**src/rtl/ser_ctrl_pkg.sv**
```systemverilog
package ser_ctrl_pkg;
  localparam int unsigned DEF_FRAME_BITS  = 16;
  localparam int unsigned DEF_SYNC_STAGES = 2;
  localparam logic [15:0] DEF_RESET_WORD  = 16'hE000;
  localparam int unsigned CLR_REQ_BIT     = 0;
endpackage

```
**src/rtl/scp_sync.sv**
```systemverilog
module scp_sync #(
  parameter int unsigned STAGES  = 2,
  parameter logic        RST_VAL = 1'b0
) (
  input  logic clk_i,
  input  logic rst_ni,
  input  logic d_i,
  output logic q_o
);
  logic [STAGES-1:0] chain_q;

  generate
    if (STAGES == 1) begin : g_one
      always_ff @(posedge clk_i or negedge rst_ni) begin
        if (!rst_ni) chain_q <= RST_VAL;
        else         chain_q <= d_i;
      end
    end else begin : g_many
      always_ff @(posedge clk_i or negedge rst_ni) begin
        if (!rst_ni) chain_q <= {STAGES{RST_VAL}};
        else         chain_q <= {chain_q[STAGES-2:0], d_i};
      end
    end
  endgenerate

  assign q_o = chain_q[STAGES-1];
endmodule

```
**src/rtl/scp_edge.sv**
```systemverilog
module scp_edge #(
  parameter logic RST_VAL = 1'b0
) (
  input  logic clk_i,
  input  logic rst_ni,
  input  logic lvl_i,
  output logic rise_o,
  output logic fall_o
);
  logic prev_q;

  always_ff @(posedge clk_i or negedge rst_ni) begin
    if (!rst_ni) prev_q <= RST_VAL;
    else         prev_q <= lvl_i;
  end

  assign rise_o = lvl_i & ~prev_q;
  assign fall_o = ~lvl_i & prev_q;
endmodule

```
**src/rtl/scp_shift.sv**
```systemverilog
module scp_shift #(
  parameter int unsigned W     = 16,
  parameter int unsigned CNT_W = 5
) (
  input  logic             clk_i,
  input  logic             rst_ni,
  input  logic             sel_fall_i,
  input  logic             sel_rise_i,
  input  logic             sclk_rise_i,
  input  logic             sclk_fall_i,
  input  logic             sdin_i,
  input  logic [W-1:0]     status_i,
  output logic [W-1:0]     rx_word_o,
  output logic [CNT_W-1:0] cnt_o,
  output logic             sdout_o,
  output logic             oe_o
);
  localparam logic [CNT_W-1:0] CNT_SAT = CNT_W'(W + 1);
  localparam logic [CNT_W-1:0] CNT_ONE = CNT_W'(1);

  logic             oe_q,  oe_d;
  logic [CNT_W-1:0] cnt_q, cnt_d;
  logic [W-1:0]     rx_q,  rx_d;
  logic [W-1:0]     tx_q,  tx_d;

  always_comb begin
    oe_d  = oe_q;
    cnt_d = cnt_q;
    rx_d  = rx_q;
    tx_d  = tx_q;
    if (sel_fall_i) begin
      oe_d  = 1'b1;
      cnt_d = '0;
      tx_d  = status_i;
    end else if (sel_rise_i) begin
      oe_d  = 1'b0;
    end else if (oe_q) begin
      if (sclk_fall_i) begin
        rx_d = {sdin_i, rx_q[W-1:1]};
        if (cnt_q != CNT_SAT) cnt_d = cnt_q + CNT_ONE;
      end
      if (sclk_rise_i && (cnt_q != '0)) begin
        tx_d = {1'b0, tx_q[W-1:1]};
      end
    end
  end

  always_ff @(posedge clk_i or negedge rst_ni) begin
    if (!rst_ni) begin
      oe_q  <= 1'b0;
      cnt_q <= '0;
      rx_q  <= '0;
      tx_q  <= '0;
    end else begin
      oe_q  <= oe_d;
      cnt_q <= cnt_d;
      rx_q  <= rx_d;
      tx_q  <= tx_d;
    end
  end

  assign rx_word_o = rx_q;
  assign cnt_o     = cnt_q;
  assign oe_o      = oe_q;
  assign sdout_o   = tx_q[0] & oe_q;
endmodule

```
**src/rtl/scp_ctrl_reg.sv**
```systemverilog
module scp_ctrl_reg #(
  parameter int unsigned   W        = 16,
  parameter logic [W-1:0]  RST_WORD = '0
) (
  input  logic         clk_i,
  input  logic         rst_ni,
  input  logic         commit_i,
  input  logic [W-1:0] word_i,
  output logic [W-1:0] ctrl_o,
  output logic         clr_pulse_o
);
  logic [W-1:0] ctrl_q, ctrl_d;
  logic         pulse_q, pulse_d;

  always_comb begin
    ctrl_d  = ctrl_q;
    pulse_d = 1'b0;
    if (commit_i) begin
      ctrl_d  = {word_i[W-1:1], 1'b0};
      pulse_d = word_i[0];
    end
  end

  always_ff @(posedge clk_i or negedge rst_ni) begin
    if (!rst_ni) begin
      ctrl_q  <= {RST_WORD[W-1:1], 1'b0};
      pulse_q <= 1'b0;
    end else begin
      ctrl_q  <= ctrl_d;
      pulse_q <= pulse_d;
    end
  end

  assign ctrl_o      = ctrl_q;
  assign clr_pulse_o = pulse_q;
endmodule

```
**src/rtl/ser_ctrl_port.sv**
```systemverilog
module ser_ctrl_port
  import ser_ctrl_pkg::*;
#(
  parameter int unsigned            FRAME_BITS  = DEF_FRAME_BITS,
  parameter int unsigned            SYNC_STAGES = DEF_SYNC_STAGES,
  parameter logic [FRAME_BITS-1:0]  RESET_WORD  = FRAME_BITS'(DEF_RESET_WORD)
) (
  input  logic                  clk_i,
  input  logic                  rst_ni,
  input  logic                  sel_ni,
  input  logic                  sclk_i,
  input  logic                  sdin_i,
  input  logic [FRAME_BITS-1:0] status_i,
  output logic                  sdout_o,
  output logic                  sdout_oe_o,
  output logic [FRAME_BITS-1:0] ctrl_o,
  output logic                  clr_pulse_o
);
  localparam int unsigned      CNT_W    = $clog2(FRAME_BITS + 2);
  localparam logic [CNT_W-1:0] CNT_FULL = CNT_W'(FRAME_BITS);

  logic sel_lvl, sclk_lvl, sdin_lvl;
  logic sel_rise, sel_fall, sclk_rise, sclk_fall;
  logic [FRAME_BITS-1:0] rx_word;
  logic [CNT_W-1:0]      bit_cnt;
  logic                  commit;

  scp_sync #(.STAGES(SYNC_STAGES), .RST_VAL(1'b1)) u_sync_sel (
    .clk_i(clk_i), .rst_ni(rst_ni), .d_i(sel_ni), .q_o(sel_lvl));
  scp_sync #(.STAGES(SYNC_STAGES), .RST_VAL(1'b0)) u_sync_sclk (
    .clk_i(clk_i), .rst_ni(rst_ni), .d_i(sclk_i), .q_o(sclk_lvl));
  scp_sync #(.STAGES(SYNC_STAGES), .RST_VAL(1'b0)) u_sync_sdin (
    .clk_i(clk_i), .rst_ni(rst_ni), .d_i(sdin_i), .q_o(sdin_lvl));

  scp_edge #(.RST_VAL(1'b1)) u_edge_sel (
    .clk_i(clk_i), .rst_ni(rst_ni), .lvl_i(sel_lvl),
    .rise_o(sel_rise), .fall_o(sel_fall));
  scp_edge #(.RST_VAL(1'b0)) u_edge_sclk (
    .clk_i(clk_i), .rst_ni(rst_ni), .lvl_i(sclk_lvl),
    .rise_o(sclk_rise), .fall_o(sclk_fall));

  scp_shift #(.W(FRAME_BITS), .CNT_W(CNT_W)) u_shift (
    .clk_i       (clk_i),
    .rst_ni      (rst_ni),
    .sel_fall_i  (sel_fall),
    .sel_rise_i  (sel_rise),
    .sclk_rise_i (sclk_rise),
    .sclk_fall_i (sclk_fall),
    .sdin_i      (sdin_lvl),
    .status_i    (status_i),
    .rx_word_o   (rx_word),
    .cnt_o       (bit_cnt),
    .sdout_o     (sdout_o),
    .oe_o        (sdout_oe_o)
  );

  assign commit = sel_rise & (bit_cnt == CNT_FULL);

  scp_ctrl_reg #(.W(FRAME_BITS), .RST_WORD(RESET_WORD)) u_ctrl (
    .clk_i       (clk_i),
    .rst_ni      (rst_ni),
    .commit_i    (commit),
    .word_i      (rx_word),
    .ctrl_o      (ctrl_o),
    .clr_pulse_o (clr_pulse_o)
  );
endmodule

```
**config.mk**
```make
export PLATFORM = sky130hd
export DESIGN_NAME = ser_ctrl_port
export DESIGN_NICKNAME = d
export VERILOG_FILES = /design/src/rtl/ser_ctrl_pkg.sv /design/src/rtl/scp_sync.sv /design/src/rtl/scp_edge.sv /design/src/rtl/scp_shift.sv /design/src/rtl/scp_ctrl_reg.sv /design/src/rtl/ser_ctrl_port.sv
export SDC_FILE = /design/constraint.sdc
export NUM_CORES = 1
export LEC_CHECK = 0
export ABC_AREA = 1
export ABC_CLOCK_PERIOD_IN_PS = 2000
export BUFFER_PORTS_ARGS = -buffer_cell sky130_fd_sc_hd__buf_2
export CAP_MARGIN = 20
export CORE_MARGIN = 4
export CORE_UTILIZATION = 55
export DETAILED_ROUTE_END_ITERATION = 8
export GPL_TIMING_DRIVEN = 0
export PLACE_DENSITY = 0.8
export SLEW_MARGIN = 20
export SYNTH_ARGS = -nofsm -noshare
export SYNTH_HDL_FRONTEND = slang
export SYNTH_SLANG_ARGS = --single-unit
export TNS_END_PERCENT = 1
```
**constraint.sdc**
```tcl
create_clock -name clk_i -period 2 [get_ports clk_i]
set_input_delay 0.1 -clock clk_i [delete_from_list [all_inputs] [get_ports clk_i]]
set_output_delay 0.1 -clock clk_i [all_outputs]
set_load 0.1 [all_outputs]
```
# Word-level counts from Yosys, hierarchy flattened
# Cells that the tools add are included.
# totals
regBits	62
inputBits	21
word_cells	49
# op_classes
add_sub_neg	1
n_eq_ne	3
n_mux	12
n_bitwise	12
n_reduce_logical	10
# op_table
cell	count
$mux W16	4
$mux W5	5
$reduce_bool A2 Y1	5
$reduce_and A4 Y1	2
$and A1 B1 Y1	6
$not A1 Y1	6
$add A5 B1 Y5 const B	1
$eq A5 B5 Y1 const B	1
$ne A5 B5 Y1 const B	1
$reduce_bool A5 Y1	1
$mux W1	3
$reduce_and A3 Y1	1
$ne A2 B1 Y1 const B	1
$logic_and A1 B1 Y1	1

# Longest topological paths before layout
# depth
depth_word	7
depth_mapped	10
depth_no_buf	9

# Cells and area by module
# A second synthesis with hierarchy kept.
# unflattened
hier_cells	327
hier_area_um2	2767.7
# by_module_without_submodules
mod	n_inst	cells_per_inst	area_each_um2	seq_area_each_um2
scp_shift	1	236	1853.0	950.9
scp_ctrl_reg	1	69	655.6	404.1
scp_sync (u_sync_sclk ...)	2	2	50.0	50.0
scp_sync (u_sync_sel)	1	2	52.6	52.6
scp_edge (u_edge_sel)	1	5	41.3	26.3
scp_edge (u_edge_sclk)	1	5	40.0	25.0
ser_ctrl_port	1	6	25.0	0.0

# Worst setup path after synthesis
# OpenSTA, ideal clock, no wires.
# synth_path
path_kind	register -> register
startpoint	reg u_shift.oe_q (netlist: u_shift.oe_o)
endpoint	reg u_shift.tx_q[10]
setup_time_ps	116
arrival_ps	1708
path_slack_ps	176
stages_incl_launch_ff	7
n_path_buf	1
synth_period_minus_slack_ps	1824
path_cell_list	dfrtp_1 nand2_1 nor2_1 nand2_4 buf_4 nand3_1 nand2_1
# synth_between
elab_chain_len	2
# synth_lines
item	line	text
start, declared	scp_shift.sv:21	logic oe_q, oe_d;
start signal, assigned	scp_shift.sv:50	oe_q <= 1'b0;
start signal, assigned	scp_shift.sv:55	oe_q <= oe_d;
$reduce_bool A2 Y1 (no line)	n/a	
$reduce_and A3 Y1 (no line)	n/a	
end signal, assigned	scp_shift.sv:58	tx_q <= tx_d;
end, declared	scp_shift.sv:24	logic [W-1:0] tx_q, tx_d;
# No other way between the ends.
# A chain may end at the register's enable or synchronous reset.

# Worst setup path in the final report
# layout_path
startpoint	reg u_sync_sel.chain_q[1]
endpoint	reg u_shift.tx_q[10]
# layout_between
elab_chain_len	4
word_cells_on_any_way	8
# layout_lines
item	line	text
start, declared	scp_sync.sv:10	logic [STAGES-1:0] chain_q;
start signal, assigned	scp_sync.sv:20	if (!rst_ni) chain_q <= {STAGES{RST_VAL}};
start signal, assigned	scp_sync.sv:21	else chain_q <= {chain_q[STAGES-2:0], d_i};
$not A1 Y1 *	scp_edge.sv:18	assign fall_o = ~lvl_i & prev_q;
$and A1 B1 Y1 *	scp_edge.sv:18	
named net sel_fall	ser_ctrl_port.sv:23	logic sel_rise, sel_fall, sclk_rise, sclk_fall;
$ne A2 B1 Y1 (no line) or $reduce_bool A2 Y1 (tied branches)	n/a	
$reduce_and A3 Y1 (no line)	n/a	
# The timed path passes the listed nets; every way through them passes the cells marked *.

==> summary.txt <==
Power and ir drop
  • Clock share of power: 43.8%
  • Total Power: 3.15 mW
  • Reg power frac: 45.3%
  • Lkg Pwr: 1.77 nW
  • Sw power: 0.762 mW
  • Power Density: 954 mW/mm2
  • Pint: 2.39 mW
  • Sw Share: 24.2%
  • VDD IR-drop max: 0.578 mV
  • Comb power frac: 10.9%

Placement
  • IO buf count: 38
  • GP Congestion: 0.813
  • DP Area: 0.00301 mm2
  • Post-DP HPWL: 3750 um
  • Post-place setup slack: 0.223 ns

STA
  • Hold WS: 0.0194 ns
  • Final worst slack: 0.202 ns
  • Final TNS setup: 0 ns
  • Final period demand of the worst path: 1.80 ns
  • Clock skew: 0.00345 ns
  • Final max-slew violation count: 0
  • Achievable Freq: 0.556 GHz
  • Rel. slew slack: 49.7%
  • Worst-Margin Slew: 0.754 ns
  • Setup Viol. Count Final: 0
  • RSZ-0062 raised after global routing: false
  • Final period util: 89.9%
  • Final hold violation count: 0

Floorplanning
  • Die width: 78.5 um
  • Initial core utilization: 57.5%
  • Top-Level Pins: 40
  • Core area: 0.00475 mm2
  • Die area: 0.00616 mm2
  • Chip height: 78.5 um
  • # rows: 25

Critical path
  • CP endpoint kind: flip-flop
  • Setup Crit Path Kind: flip-flop to flip-flop
  • CP delay by family, top: buffers and inverters
  • Crit-path max cell delay: 0.56 ns
  • Worst EP arrival: 2.08 ns
  • Cell mode on critical path: nand2_1
  • Peak fanout along the critical path: 10
  • Crit path cell chain: inv_1, ha_1, clkinv_1, clkbuf_1, nand2_1, nand2_1, nand2_1, nand2_1
  • Bufs and invs on worst path: 3
  • Startpoint types: flip-flop
  • Required @ worst endpoint: 2.28 ns
  • Slowest cell on the critical path: dfstp_2

Routing
  • Vias: 2198
  • Drt wl/cell: 12.7 um
  • Drt total wl: 5650 um
  • Antenna viol nets, final: 0
  • Vias per cell: 4.95
  • TritonRoute pass-1 iters: 5
  • Initial drt markers: 155
  • Post-route DRC: 0

Global routing
  • Vias in the first global route: 2226
  • Total GRT Usage: 20.7%
  • Global route total overflow: 0
  • Initial antenna violation count: 0
  • First-pass GRT wire length: 9880 um
  • Largest net degree at the start of global routing: 63

Clock network
  • Clk_lat worst skew: 0.34 ns
  • Htree depth: 3
  • Root Driver: clkbuf_8
  • Cts bufs inserted: 9
  • Worst-path clk slew: 0.07 ns
  • CTS tree: built
  • CTS Sinks: 62
  • Clk buf depth: 2
  • Gates resized, CTS repair: 0

Finish
  • Nets@finish: 399
  • Multi-input gate area: 972 um2
  • Cell area after layout: 0.00330 mm2
  • Register Area: 0.00156 mm2
  • Commonest non-fill, non-tap cell in the layout: nand2_1
  • Layout cells sized above 1: 19.9%
  • Fill count: 400
  • Number of diodes: 0
  • Area Overhead vs Synth: 20.7%
  • Most frequent cells in the layout: nand2_1 (128), dfrtp_1 (56), buf_2 (45)

Logic synthesis
  • Yosys cell types: 22
  • Area share of the largest cell type after synthesis: 51.3%
  • Synth Register Bits: 62
  • Syn avg cell area: 8.57 um2
  • Top FF cell, synth: dfrtp_1
  • Synth Warn #: 0
  • Syn nets: 346
  • Top cells by area, synth: dfrtp_1 (51%), nand2_1 (18%), dfstp_2 (5.8%)
  • Dominant cell type by area after synthesis: dfrtp_1
  • Gate Count Post-Synth: 319
  • Synthesized cell area: 0.00273 mm2
  • Post-synth EDFFs: 0
  • Sequential-to-total area share from yosys stat: 57.1%
  • Ys async rst share: 100%

Worst hold path
  • HP Class: primary input to flip-flop

Status
  • Outcome: finished clean

Job
  • Max-cap violations: 0
==> sequential cells by signal, indices dropped and copies added (netlist names) <==
name and flops:
u_ctrl.clr_pulse_o 1, u_shift.oe_o 1, u_edge_sel.prev_q 1, u_sync_sclk.chain_q 2, u_edge_sclk.prev_q 1, u_sync_sel.chain_q 2
u_ctrl.ctrl_o 15, u_sync_sdin.chain_q 2, u_shift.cnt_o 5, u_shift.rx_word_o 16, u_shift.tx_q 16
==> stage by stage <==
stage	cells	utilization [%]
after CTS	444	69.4
after global placement	424	63.2
after floorplan	319	-
final	444	69.4
after global routing	444	69.4
after detailed placement	424	63.3
==> synth_stat cells, types with 3 or more instances <==
cell type    n
nand2_1    128
o21ai_1      3
nand3_1     29
nor2_1       8
dfrtp_1     56
inv_1       29
clkbuf_1     3
ha_1         6
o21ai_0     28
dfstp_2      6
buf_2        8
==> timing repair <==
item	CTS	global route
hold buffers	4	0
endpoints found under the hold margin	59	0
buffers inserted	0	0
==> tightest hold or removal path, delay by kind of cell <==
family        cells  cell delay [ns]
simple gates      2             0.14
buf+inv           1             0.09
==> routing by layer <==
| metal | wire length [um] | share of wire, % | up-vias | track usage (%) |
|---|---|---|---|---|
| met3 | 275 | 4.9 | 11 | 5.96 |
| met2 | 2810 | 50 | 61 | 35.4 |
| met5 | 0 | 0 | - | 0 |
| li1 | - | - | 1101 | - |
| met4 | 65 | 1.1 | 0 | 9.09 |
| met1 | 2510 | 44 | 1025 | 24.3 |
==> final cells by class <==
type                       count  area share, %
sequential                    62           47.3
inverter                      30           3.41
clock buffer                  13           4.82
timing repair buffer          42           7.06
multi-input combinational    212           29.5
clock inverter                 3           2.73
buffer                        15           2.69
tap                           67           2.54
==> power by group through the flow <==
stage / Combinational, mW / Clock (mW) / Sequential, mW
2_1_floorplan: 0.229 / 0 / 1.45
3_3_place_gp: 0.325 / 0 / 1.44
3_5_place_dp: 0.337 / 0 / 1.45
4_1_cts: 0.347 / 1.40 / 1.43
5_1_grt: 0.395 / 1.47 / 1.44
6_report: 0.343 / 1.38 / 1.43
==> cell families after synthesis <==
| group | share of synthesized area (%) |
|---|---|
| adders and majority gates | 2.75 |
| xor gates and xnor gates | 0.321 |
| AOI/OAI and AO/OA | 5.86 |
| other | 0.137 |
| buffers and inverters | 7.37 |
| DFF | 57.1 |
| and+or+nand+nor | 26.5 |
==> path summary, 6_finish.rpt <==
path / start / slack, ns / depth (start not counted) / to
min in group asynchronous: rst_ni / 0.38 / 2 / u_ctrl.clr_pulse_o$_DFF_PN0_
worst min-delay path: status_i[15] / 0.02 / 3 / u_shift.tx_q[15]$_DFFE_PN0P_
worst min register to register: u_sync_sclk.chain_q[0]$_DFF_PN0_ / 0.35 / 0 / u_sync_sclk.chain_q[1]$_DFF_PN0_
max in group asynchronous: rst_ni / 1.13 / 2 / u_ctrl.ctrl_o[8]$_DFFE_PN0P_
worst max-delay path: u_sync_sel.chain_q[1]$_DFF_PN1_ / 0.20 / 8 / u_shift.tx_q[10]$_DFFE_PN0P_
worst max register to register: u_sync_sel.chain_q[1]$_DFF_PN1_ / 0.20 / 8 / u_shift.tx_q[10]$_DFFE_PN0P_
(Power assumes the default switching activity.)
